`config.mk`:
```
export PLATFORM = sky130hd
export DESIGN_NAME = clk_synth_ctrl
export DESIGN_NICKNAME = d
export VERILOG_FILES = /design/src/rtl/pllctl_pkg.sv /design/src/rtl/pllctl_interlock.sv /design/src/rtl/pllctl_filter.sv /design/src/rtl/pllctl_drvdec.sv /design/src/rtl/clk_synth_ctrl.sv
export SDC_FILE = /design/constraint.sdc
export NUM_CORES = 1
export LEC_CHECK = 0
export BUFFER_PORTS_ARGS = -buffer_cell sky130_fd_sc_hd__buf_2
export CAP_MARGIN = 20
export CELL_PAD_IN_SITES_DETAIL_PLACEMENT = 1
export CELL_PAD_IN_SITES_GLOBAL_PLACEMENT = 1
export CORE_MARGIN = 2
export CORE_UTILIZATION = 26
export CTS_CLUSTER_DIAMETER = 50
export DETAILED_ROUTE_END_ITERATION = 12
export MAX_ROUTING_LAYER = met4
export PLACE_DENSITY_LB_ADDON = 0.1
export SETUP_SLACK_MARGIN = 0.3
export SLEW_MARGIN = 30
export SYNTH_ARGS = -nofsm -noshare
export SYNTH_HDL_FRONTEND = slang
export SYNTH_SLANG_ARGS = --single-unit
```
`constraint.sdc`:
```
create_clock -name clk -period 0.8 [get_ports clk]
set_input_delay 0.04 -clock clk [delete_from_list [all_inputs] [get_ports clk]]
set_output_delay 0.04 -clock clk [all_outputs]
set_load 0.005 [all_outputs]
```
`src/rtl/pllctl_pkg.sv`:
```
package pllctl_pkg;
  localparam int unsigned SPARE_W = 3;
  localparam int unsigned REG_W   = 5 + SPARE_W;

  typedef struct packed {
    logic               en;
    logic               sel;
    logic               auto_m;
    logic               bw;
    logic               vcot;
    logic [SPARE_W-1:0] spare;
  } ctl_reg_t;

  localparam ctl_reg_t CTL_RESET = '{en: 1'b1, sel: 1'b0, auto_m: 1'b1,
                                     bw: 1'b1, vcot: 1'b1, spare: '0};
endpackage

```
`src/rtl/pllctl_interlock.sv`:
```
module pllctl_interlock (
  input  logic en_cur,
  input  logic sel_cur,
  input  logic wr,
  input  logic wd_en,
  input  logic wd_sel,
  input  logic clr,
  output logic en_nxt,
  output logic sel_nxt
);
  logic sel_allowed;

  always_comb begin
    // select may only rise when the synthesizer is already on and stays on
    sel_allowed = sel_cur | (en_cur & wd_en);
    en_nxt      = en_cur;
    sel_nxt     = sel_cur;
    if (wr) begin
      en_nxt  = sel_cur | wd_en;
      sel_nxt = wd_sel & sel_allowed;
    end
    if (clr) begin
      sel_nxt = 1'b0;
    end
  end
endmodule

```
`src/rtl/pllctl_filter.sv`:
```
module pllctl_filter (
  input  logic auto_cur,
  input  logic bw_cur,
  input  logic vcot_cur,
  input  logic en_rise,
  input  logic wr,
  input  logic wd_auto,
  input  logic wd_bw,
  input  logic wd_vcot,
  input  logic test_mode,
  input  logic freq_near,
  output logic auto_nxt,
  output logic bw_nxt,
  output logic vcot_nxt
);
  always_comb begin
    auto_nxt = wr ? wd_auto : auto_cur;
    vcot_nxt = vcot_cur;
    bw_nxt   = bw_cur;
    if (wr && test_mode) begin
      vcot_nxt = wd_vcot;
    end
    if (wr && !wd_auto) begin
      bw_nxt = wd_bw;
    end
    if (auto_nxt) begin
      vcot_nxt = 1'b1;
      if (freq_near) begin
        bw_nxt = 1'b0;
      end else if (en_rise || !auto_cur) begin
        bw_nxt = 1'b1;
      end
    end
  end
endmodule

```
`src/rtl/pllctl_drvdec.sv`:
```
module pllctl_drvdec (
  input  logic auto_m,
  input  logic bw,
  input  logic vcot,
  output logic hbw_en,
  output logic lbw_en
);
  always_comb begin
    hbw_en = bw;
    lbw_en = auto_m | vcot;
  end
endmodule

```
`src/rtl/clk_synth_ctrl.sv`:
```
module clk_synth_ctrl
  import pllctl_pkg::*;
(
  input  logic             clk,
  input  logic             rst_n,
  input  logic             wr_en,
  input  logic [REG_W-1:0] wr_data,
  output logic [REG_W-1:0] rd_data,
  input  logic             test_mode,
  input  logic             lp_req,
  input  logic             supply_fail,
  input  logic             freq_near,
  output logic             synth_en,
  output logic             sel_synth,
  output logic             hbw_drv_en,
  output logic             lbw_drv_en
);
  localparam int unsigned SYNC_STAGES = 2;

  ctl_reg_t             wd;
  ctl_reg_t             cur_q;
  ctl_reg_t             nxt_d;
  logic [SYNC_STAGES-1:0] rst_sync_q;
  logic                 rst_sync_n;
  logic                 en_n, sel_n, auto_n, bw_n, vcot_n;

  always_ff @(posedge clk or negedge rst_n) begin
    if (!rst_n) rst_sync_q <= '0;
    else        rst_sync_q <= {rst_sync_q[SYNC_STAGES-2:0], 1'b1};
  end
  assign rst_sync_n = rst_sync_q[SYNC_STAGES-1];

  assign wd = ctl_reg_t'(wr_data);

  pllctl_interlock u_lock (
    .en_cur (cur_q.en),
    .sel_cur(cur_q.sel),
    .wr     (wr_en),
    .wd_en  (wd.en),
    .wd_sel (wd.sel),
    .clr    (lp_req | supply_fail),
    .en_nxt (en_n),
    .sel_nxt(sel_n)
  );

  pllctl_filter u_filt (
    .auto_cur (cur_q.auto_m),
    .bw_cur   (cur_q.bw),
    .vcot_cur (cur_q.vcot),
    .en_rise  (en_n & ~cur_q.en),
    .wr       (wr_en),
    .wd_auto  (wd.auto_m),
    .wd_bw    (wd.bw),
    .wd_vcot  (wd.vcot),
    .test_mode(test_mode),
    .freq_near(freq_near),
    .auto_nxt (auto_n),
    .bw_nxt   (bw_n),
    .vcot_nxt (vcot_n)
  );

  always_comb begin
    nxt_d        = cur_q;
    nxt_d.en     = en_n;
    nxt_d.sel    = sel_n;
    nxt_d.auto_m = auto_n;
    nxt_d.bw     = bw_n;
    nxt_d.vcot   = vcot_n;
    if (wr_en) begin
      nxt_d.spare = wd.spare;
    end
  end

  always_ff @(posedge clk or negedge rst_sync_n) begin
    if (!rst_sync_n) cur_q <= CTL_RESET;
    else             cur_q <= nxt_d;
  end

  pllctl_drvdec u_dec (
    .auto_m(cur_q.auto_m),
    .bw    (cur_q.bw),
    .vcot  (cur_q.vcot),
    .hbw_en(hbw_drv_en),
    .lbw_en(lbw_drv_en)
  );

  assign rd_data   = cur_q;
  assign synth_en  = cur_q.en;
  assign sel_synth = cur_q.sel;
endmodule

```
==> flow_metrics.tcl, run 1 <==
set metrics [dict create \
    fin_area_um2 733 \
    grt_max_degree 9 \
    end_kind "output port" \
    cts-buffers-inserted 3 \
    synth_top_area_share_pct 33.2 \
    rsz0062_at_grt "yes" \
    status "finished, violations left" \
    drv_slew 0 \
    grt.overflow.total 0 \
    setup_ws_ps -252 \
    viasPerCell 4.46 \
    fin_hold_ws_ps -62.8 \
    cap_violations 0 \
    grt_use_total_pct 11.4 \
    die_w_um 45.7 \
    start_kind "flop" \
    antenna_found_initial 0 \
    ctsHoldBuffers 1 \
    place.detailed.hpwl_um 780 \
    synth_top_family_by_area "compound AO/OA/AOI/OAI gates" \
    routed_wirelength_um 969 \
    htreeDepth 1 \
    worstHoldStart "supply_fail" \
    die-area_um2 2090 \
    drt_iter0_markers 1 \
    drc 0 \
    grt_pass1_vias 379 \
    wl_per_cell_um 11.4 \
    die_h_um 45.7 \
    drt_first_pass_iters 2 \
    muxShareOfSynthArea_pct 10.8 \
    synthAdderAreaFrac_pct 0 \
    num_vias 379 \
    p_per_area_nw_per_um2 1830 \
    cts_tree "built" \
    ir_worst_vdd_mv 1.04 \
    diodes 0 \
    place_area_um2 598 \
    syn_inst 37 \
    initial_core_util_pct 27.0 \
    clock_path_buffers 2 \
    syn_area_um2 452 \
    port_buffers 26 \
    synth_compound_area_share_pct 16.1 \
    cp.arrival_ps 1010 \
    p_leak_nw 0.351 \
    r2r_start "rd_data[5]" \
    yosys.area_share.simple_pct 4.71 \
    synth-seq-cells 10 \
    grt_pass1_wl_mm 1.61 \
    worstSetupStartpoint "rd_data[5]" \
    area.growth.synth_to_final_pct 62.3 \
    ys_warn_count 0 \
    ys_seq_area_share_pct 56.5 \
    place_inst 79 \
    hold_class "in2reg" \
    final_nets 84 \
    layout_commonest_cell "buf_2" \
    clock_sinks 10 \
    path_class "reg2out" \
    violations "hold timing, setup timing" \
    total_power_mw 1.34 \
    synth_area_per_cell_um2 12.2 \
    gp_congestion 0.740 \
    reg2reg_slack_ps -200 \
    ys_types 19 \
    cp_max_fo 5 \
    core-area_um2 1670 \
    drive_gt1_share_pct 75.0 \
    path_clk_slew_ps 70 \
    period_minus_slack_ps 1050 \
    hold_viol_final 1 \
    fin_skew_ps 8.66 \
    synth_top_area_cell "dfrtp_1" \
    syn-num-nets 52 \
    io_pins 27 \
    setup_violations 14 \
    synthTopCellsByArea "dfrtp_1 33%, dfstp_2 23%, buf_4 8.3%" \
    rows 15 \
    clock-root-buffer "clkbuf_4" \
    clk_latency_ps 260 \
    drtAntennaViolNets 0 \
    instances_no_fill 85 \
    final_cell_mix "19 x buf_2, 11 x buf_6, 5 x dfrtp_1, 4 x dfstp_2" \
    min_period_over_period_pct 132 \
    fmax_ghz 0.950 \
    synthXorXnorAreaFrac_pct 0 \
    cp_data_required_time_ps 760 \
]
-- flip-flops by register name (all words and copies together), names as in the netlist --
name / cells
rd_data: 6
rst_sync_q: 2
sel_synth: 1
synth_en: 1
-- repair_timing --
item | CTS | global route
setup endpoints to repair | 20 | 22
cloned | 0 | 0
resized for setup | 16 | 2
buffers inserted | 1 | 0
pin swaps | 2 | 1
hold endpoints to repair | 3 | 4
-- routing by layer --
layer / global-route usage (%) / wire length (um) / share of wire [%]
met3: 2.78 / 56 / 5.8
met1: 15.2 / 454 / 47
met2: 16.1 / 453 / 47
met4: 5.29 / 5 / 0.52
met5: - / 0 / 0
-- final cells by class --
type,count,area (um2)
Timing Repair Buffer,33,244
Inverter,2,7.51
Clock buffer,4,36.3
Fill cell,192,937
Multi-Input combinational cell,19,168
Tap cell,17,21.3
Sequential cell,10,256
-- synth_stat cells --
master     n
inv_1      2
o21ai_0    1
a2111oi_2  1
a21boi_1   1
nand2_1    2
conb_1     1
a211oi_1   1
nor2_1     2
mux2_4     1
or2_2      1
mux2_2     3
dfrtp_1    6
buf_4      5
buf_2      1
a31oi_1    1
a311o_1    1
a21oi_1    2
dfstp_2    4
o2111a_1   1
-- critical path, cell delays in order (launching register included) --
cell and delay [ps]:
dfstp_2 560, or2_4 120, buf_6 80
-- through the flow --
stage	setup TNS [ps]	worst slack, ps	util, %	hold slack, ps
6_report	-2410	-252	43.9	-62.8
5_1_grt	-3220	-308	43.9	-79.8
4_1_cts	-2420	-266	43.7	-61.9
3_5_place_dp	-503	-189	35.8	-169
3_3_place_gp	-485	-180	35.8	-172
2_1_floorplan	-422	-163	-	-256
-- final timing paths --
check,to,depth (start not counted)
worst max-delay path,lbw_drv_en,2
worst min-delay path,sel_synth,2
worst max register to register,rd_data[3],2
worst min register to register,rd_data[2],0
max in group asynchronous,rd_data[5],0
min in group asynchronous,rd_data[2],0
-- logic make-up after synthesis --
logic type	count (synthesis)
buffers and inverters	8
other	1
AO/OA/AOI/OAI	9
multiplexers	4
flip-flops	10
AND/OR/NAND/NOR	5
-- power breakdown --
| group | switching [mW] | internal [mW] | leakage [nW] |
|---|---|---|---|
| Sequential | 0.0379 | 0.567 | 0.113 |
| Clock | 0.168 | 0.276 | 0.0210 |
| Combinational | 0.102 | 0.188 | 0.217 |
| Total | 0.308 | 1.03 | 0.351 |
No activity file was read; power rests on OpenSTA's default activity.
==> run 2: changes to the inputs <==
==> constraint.sdc (replaced) <==
create_clock -name clk -period 0.95 [get_ports clk]
set_input_delay 0.0475 -clock clk [delete_from_list [all_inputs] [get_ports clk]]
set_output_delay 0.0475 -clock clk [all_outputs]
set_load 0.005 [all_outputs]
==> run 2 against run 1 <==
Net effect: the run still ends with hold timing, setup timing left; combinational power decreased by 32%; highest routed layer is now met3; clock power decreased by 34%; non-clock buffer count decreased by 3; critical path depth stayed put; largest cell class unchanged; critical path type unchanged; register-to-register slack gained 140 ps; critical endpoint unchanged; worst hold slack better by 17 ps.
==> flow_metrics.tcl, run 2 (same netlist as run 1, synthesis figures left out) <==
set metrics [dict create \
    drv_slew 0 \
    drc 0 \
    cts_tree "built" \
    htreeDepth 1 \
    final_cell_mix "22 x buf_2, 6 x dfrtp_1, 5 x buf_6, 4 x mux2_4, 4 x dfstp_2" \
    hold_class "in2reg" \
    cp_max_fo 5 \
    fin_hold_ws_ps -45.5 \
    grt.overflow.total 0 \
    rows 15 \
    gp_congestion 0.673 \
    die_h_um 45.7 \
    die-area_um2 2090 \
    period_minus_slack_ps 1070 \
    cp_data_required_time_ps 900 \
    viasPerCell 4.59 \
    wl_per_cell_um 12.5 \
    drt_iter0_markers 2 \
    io_pins 27 \
    drtAntennaViolNets 0 \
    place.detailed.hpwl_um 757 \
    largest_reg_flops 6 \
    fin_tns_setup_ps -462 \
    setup_violations 10 \
    p_leak_nw 0.332 \
    cts-buffers-inserted 3 \
    layout_commonest_cell "buf_2" \
    grt_max_degree 9 \
    ir_worst_vdd_mv 0.814 \
    port_buffers 26 \
    ctsHoldBuffers 1 \
    initial_core_util_pct 27.0 \
    clk_latency_ps 260 \
    worstHoldPathCells 2 \
    reg2reg_slack_ps -60 \
    clock-root-buffer "clkbuf_4" \
    clock_path_buffers 2 \
    final_nets 81 \
    post-cts-setup-buffers 0 \
    end_kind "output port" \
    path_class "reg2out" \
    die_w_um 45.7 \
    core-area_um2 1670 \
    status "finished, violations left" \
    total_power_mw 1.00 \
    worstHoldStart "supply_fail" \
    holdPathEnd "sel_synth" \
    hold_viol_final 1 \
    drt_first_pass_iters 4 \
    start_kind "flop" \
    area.growth.synth_to_final_pct 49.0 \
    diodes 0 \
    routed_wirelength_mm 1.02 \
    r2r_cells 2 \
    r2r_start "synth_en" \
    fmax_ghz 0.937 \
    path_clk_slew_ps 60 \
    regToRegEndpoint "sel_synth" \
    fin_skew_ps 4.28 \
    min_period_over_period_pct 112 \
    cp.arrival_ps 1020 \
    antenna_found_initial 0 \
    setup_ws_ps -117 \
    grt_use_total_pct 11.1 \
    p_per_area_nw_per_um2 1490 \
    rsz0062_at_grt "yes" \
    grt_pass1_vias 367 \
    violations "hold timing, setup timing" \
    cap_violations 0 \
    drive_gt1_share_pct 69.2 \
    num_vias 376 \
    clock_sinks 10 \
    grt_pass1_wl_mm 1.58 \
]
-- run 2: cell types whose count changed in the layout (fill, tap and decap cells not counted) --
cell | previous run | this run
clkbuf_8 | 1 | 0
mux2_4 | 1 | 4
mux2_2 | 3 | 0
clkbuf_1 | 0 | 1
buf_6 | 11 | 5
nor2_4 | 1 | 0
buf_2 | 19 | 22
dfrtp_2 | 1 | 0
dfrtp_1 | 5 | 6
nor2_1 | 0 | 1
-- run 2: metal layers --
metal,track usage (%),wire length [um],part of all wire (%),vias to the layer above
met2,16.6,489,48,15
met4,3.53,0,0,0
li1,-,-,-,178
met5,-,0,0,-
met3,3.97,72,7.0,0
met1,14.0,462,45,183
-- run 2: repair_timing --
item | CTS | global route
endpoints found under the hold margin | 3 | 1
resized for setup | 9 | 3
pin swaps | 1 | 1
setup endpoints to repair | 20 | 20
-- run 2: stage by stage --
stage | hold slack, ps | cells | utilization [%] | worst slack, ps | instance area, um2
2_1_floorplan | -248 | 37 | - | -13.3 | 459
3_3_place_gp | -164 | 77 | 34.9 | -29.5 | 583
3_5_place_dp | -162 | 77 | 34.9 | -63.5 | 583
4_1_cts | -58.0 | 82 | 39.6 | -137 | 661
5_1_grt | -64.0 | 82 | 40.3 | -167 | 673
6_report | -45.5 | 82 | 40.3 | -117 | 673
-- run 2: final cells by class --
cell class / instances / area (um2)
fill: 198 / 997
sequential: 10 / 255
timing repair buffer: 30 / 191
multi-input combinational: 19 / 171
clock buffer: 4 / 26.3
tap: 17 / 21.3
inverter: 2 / 7.51
-- run 2: worst max-delay path by stage --
stage | from | to | slack [ps] | cells after the start
floorplan | rd_data[5] | rd_data[3] | -10 | 2
global placement | rd_data[5] | rd_data[3] | -30 | 2
detailed placement | synth_en | sel_synth | -60 | 2
CTS | rd_data[5] | lbw_drv_en | -140 | 2
global route | rd_data[5] | lbw_drv_en | -170 | 2
finish | rd_data[5] | lbw_drv_en | -120 | 2
-- run 2: report_power, final --
part	leakage [nW]	internal, mW	total, mW	switching (mW)
Clock	0.0150	0.162	0.293	0.131
Combinational	0.203	0.123	0.198	0.0749
Sequential	0.114	0.477	0.514	0.0365
Total	0.332	0.762	1.00	0.243
-- run 2: worst max-delay path, stage by stage (launching register included) --
cell     delay (ps)
dfstp_2         560
or2_4           120
buf_6            80
==> run 3: changes to the inputs <==
--- a/config.mk
+++ b/config.mk
@@ -10,7 +10,7 @@
 export CELL_PAD_IN_SITES_DETAIL_PLACEMENT = 1
 export CELL_PAD_IN_SITES_GLOBAL_PLACEMENT = 1
 export CORE_MARGIN = 2
-export CORE_UTILIZATION = 26
+export CORE_UTILIZATION = 29
 export CTS_CLUSTER_DIAMETER = 50
 export DETAILED_ROUTE_END_ITERATION = 12
 export MAX_ROUTING_LAYER = met4
==> constraint.sdc (replaced) <==
create_clock -name clk -period 1.2 [get_ports clk]
set_input_delay 0.06 -clock clk [delete_from_list [all_inputs] [get_ports clk]]
set_output_delay 0.06 -clock clk [all_outputs]
set_load 0.005 [all_outputs]
==> run 3 against run 2 <==
Net effect: the flow now finishes without violations; combinational power down 23%; power down 14%; clock skew up 1.8 ps; die area down 9.5%; first-iteration DRC count down 100%; via count up 1.3%.
==> flow_metrics.tcl, run 3 (same netlist as run 1, synthesis figures left out) <==
set metrics [dict create \
    clock-root-buffer "clkbuf_4" \
    drc 0 \
    period_minus_slack_ps 1090 \
    grt_util_met1_pct 16.3 \
    fin_skew_ps 6.10 \
    cp_data_required_time_ps 1140 \
    clock_path_buffers 2 \
    htreeDepth 1 \
    gp_congestion 0.612 \
    rsz0062_at_grt "yes" \
    holdPathEnd "rd_data[1]" \
    final_nets 83 \
    cts_tree "built" \
    die-area_um2 1890 \
    die_h_um 43.5 \
    drt_first_pass_iters 1 \
    cp.arrival_ps 1030 \
    worstHoldPathCells 2 \
    viasPerCell 4.59 \
    cts-buffers-inserted 3 \
    hold_class "in2reg" \
    die_w_um 43.5 \
    r2r_cells 4 \
    drtAntennaViolNets 0 \
    rows 14 \
    worstHoldStart "wr_data[1]" \
    post-place-ws_ps 201 \
    drive_gt1_share_pct 64.2 \
    diodes 0 \
    drv_slew 0 \
    routed_wirelength_mm 1.05 \
    ir_worst_vdd_mv 0.576 \
    p_per_area_nw_per_um2 1290 \
    place.detailed.hpwl_um 821 \
    setup_ws_ps 108 \
    clk_latency_ps 260 \
    path_clk_slew_ps 70 \
    total_power_mw 0.859 \
    fin_tns_setup_ps 0 \
    io_pins 27 \
    antenna_found_initial 0 \
    grt.overflow.total 0 \
    groute.layer.met3.usage_pct 4.58 \
    reg2reg_slack_ps 150 \
    end_kind "output port" \
    clock_sinks 10 \
    fmax_ghz 0.916 \
    final_util_pct 44.8 \
    core-area_um2 1490 \
    wl_per_cell_um 12.7 \
    p_leak_nw 0.331 \
    start_kind "flop" \
    grt_max_degree 9 \
    setup_violations 0 \
    cap_violations 0 \
    use_met2_pct 21.5 \
    drt_iter0_markers 0 \
    busiest_layer "met2" \
    grt_pass1_wl_mm 1.78 \
    final_cell_mix "24 x buf_2, 6 x dfrtp_1, 4 x dfstp_2" \
    path_class "reg2out" \
    worstSetupStartpoint "rd_data[5]" \
    grt_use_total_pct 13.7 \
    area.growth.synth_to_final_pct 47.6 \
    cp_max_fo 5 \
    regToRegEndpoint "rd_data[4]" \
    grt_pass1_vias 415 \
    layout_commonest_cell "buf_2" \
    num_vias 381 \
    min_period_over_period_pct 91.0 \
    hold_viol_final 0 \
    largest_reg_flops 6 \
    status "completed" \
    r2r_start "rd_data[5]" \
    port_buffers 26 \
    initial_core_util_pct 30.3 \
]
[run 3: cell types whose count changed in the layout (fill, tap and decap cells not counted), sizes merged]
cell / before / now
dlygate4sd3: 1 / 3
[run 3: stage by stage]
step                      hold WS (ps)  cells  area (um2)
final                             22.0     83         667
after global routing              24.4     83         667
after floorplan                   -236     37         452
after global placement            -154     74         567
after CTS                         13.6     83         661
after detailed placement          -148     74         567
[run 3: how the worst max path moves through the flow]
stage	slack, ps	depth (start not counted)	endpoint
after floorplan	240	2	rd_data[3]
after global placement	220	2	rd_data[3]
after CTS	90	2	lbw_drv_en
final	110	2	lbw_drv_en
after global routing	50	2	lbw_drv_en
after detailed placement	200	2	rd_data[3]
[run 3: layer usage]
metal | up-vias | part of all wire [%]
met5 | - | 0
met4 | 0 | 0
met3 | 0 | 7.3
met2 | 17 | 50
met1 | 182 | 43
li1 | 182 | -
[run 3: critical path, stage by stage (launching register included)]
cell and delay (ps):
dfstp_2 570, or2_4 120, buf_6 80
[run 3: area by class of cell]
class | instances | area, um2
inverters | 2 | 7.51
well taps | 16 | 20.0
clock buffers | 4 | 36.3
repair buffers | 32 | 199
multi-input cells | 19 | 149
fillers | 176 | 822
flip-flops and latches | 10 | 255
[run 3: timing repair]
| action | 4_1_cts | 5_1_grt |
|---|---|---|
| gates resized for setup | 3 | 1 |
| endpoints found under the setup margin | 10 | 10 |
| pin swaps | 1 | 0 |
| buffers inserted | 2 | 0 |
| endpoints found under the hold margin | 3 | 0 |
| hold buffers | 3 | 0 |
[run 3: report_power, final]
part	total (mW)	internal, mW	switching, mW
Combinational	0.152	0.0953	0.0563
Sequential	0.404	0.377	0.0267
Clock	0.304	0.184	0.119
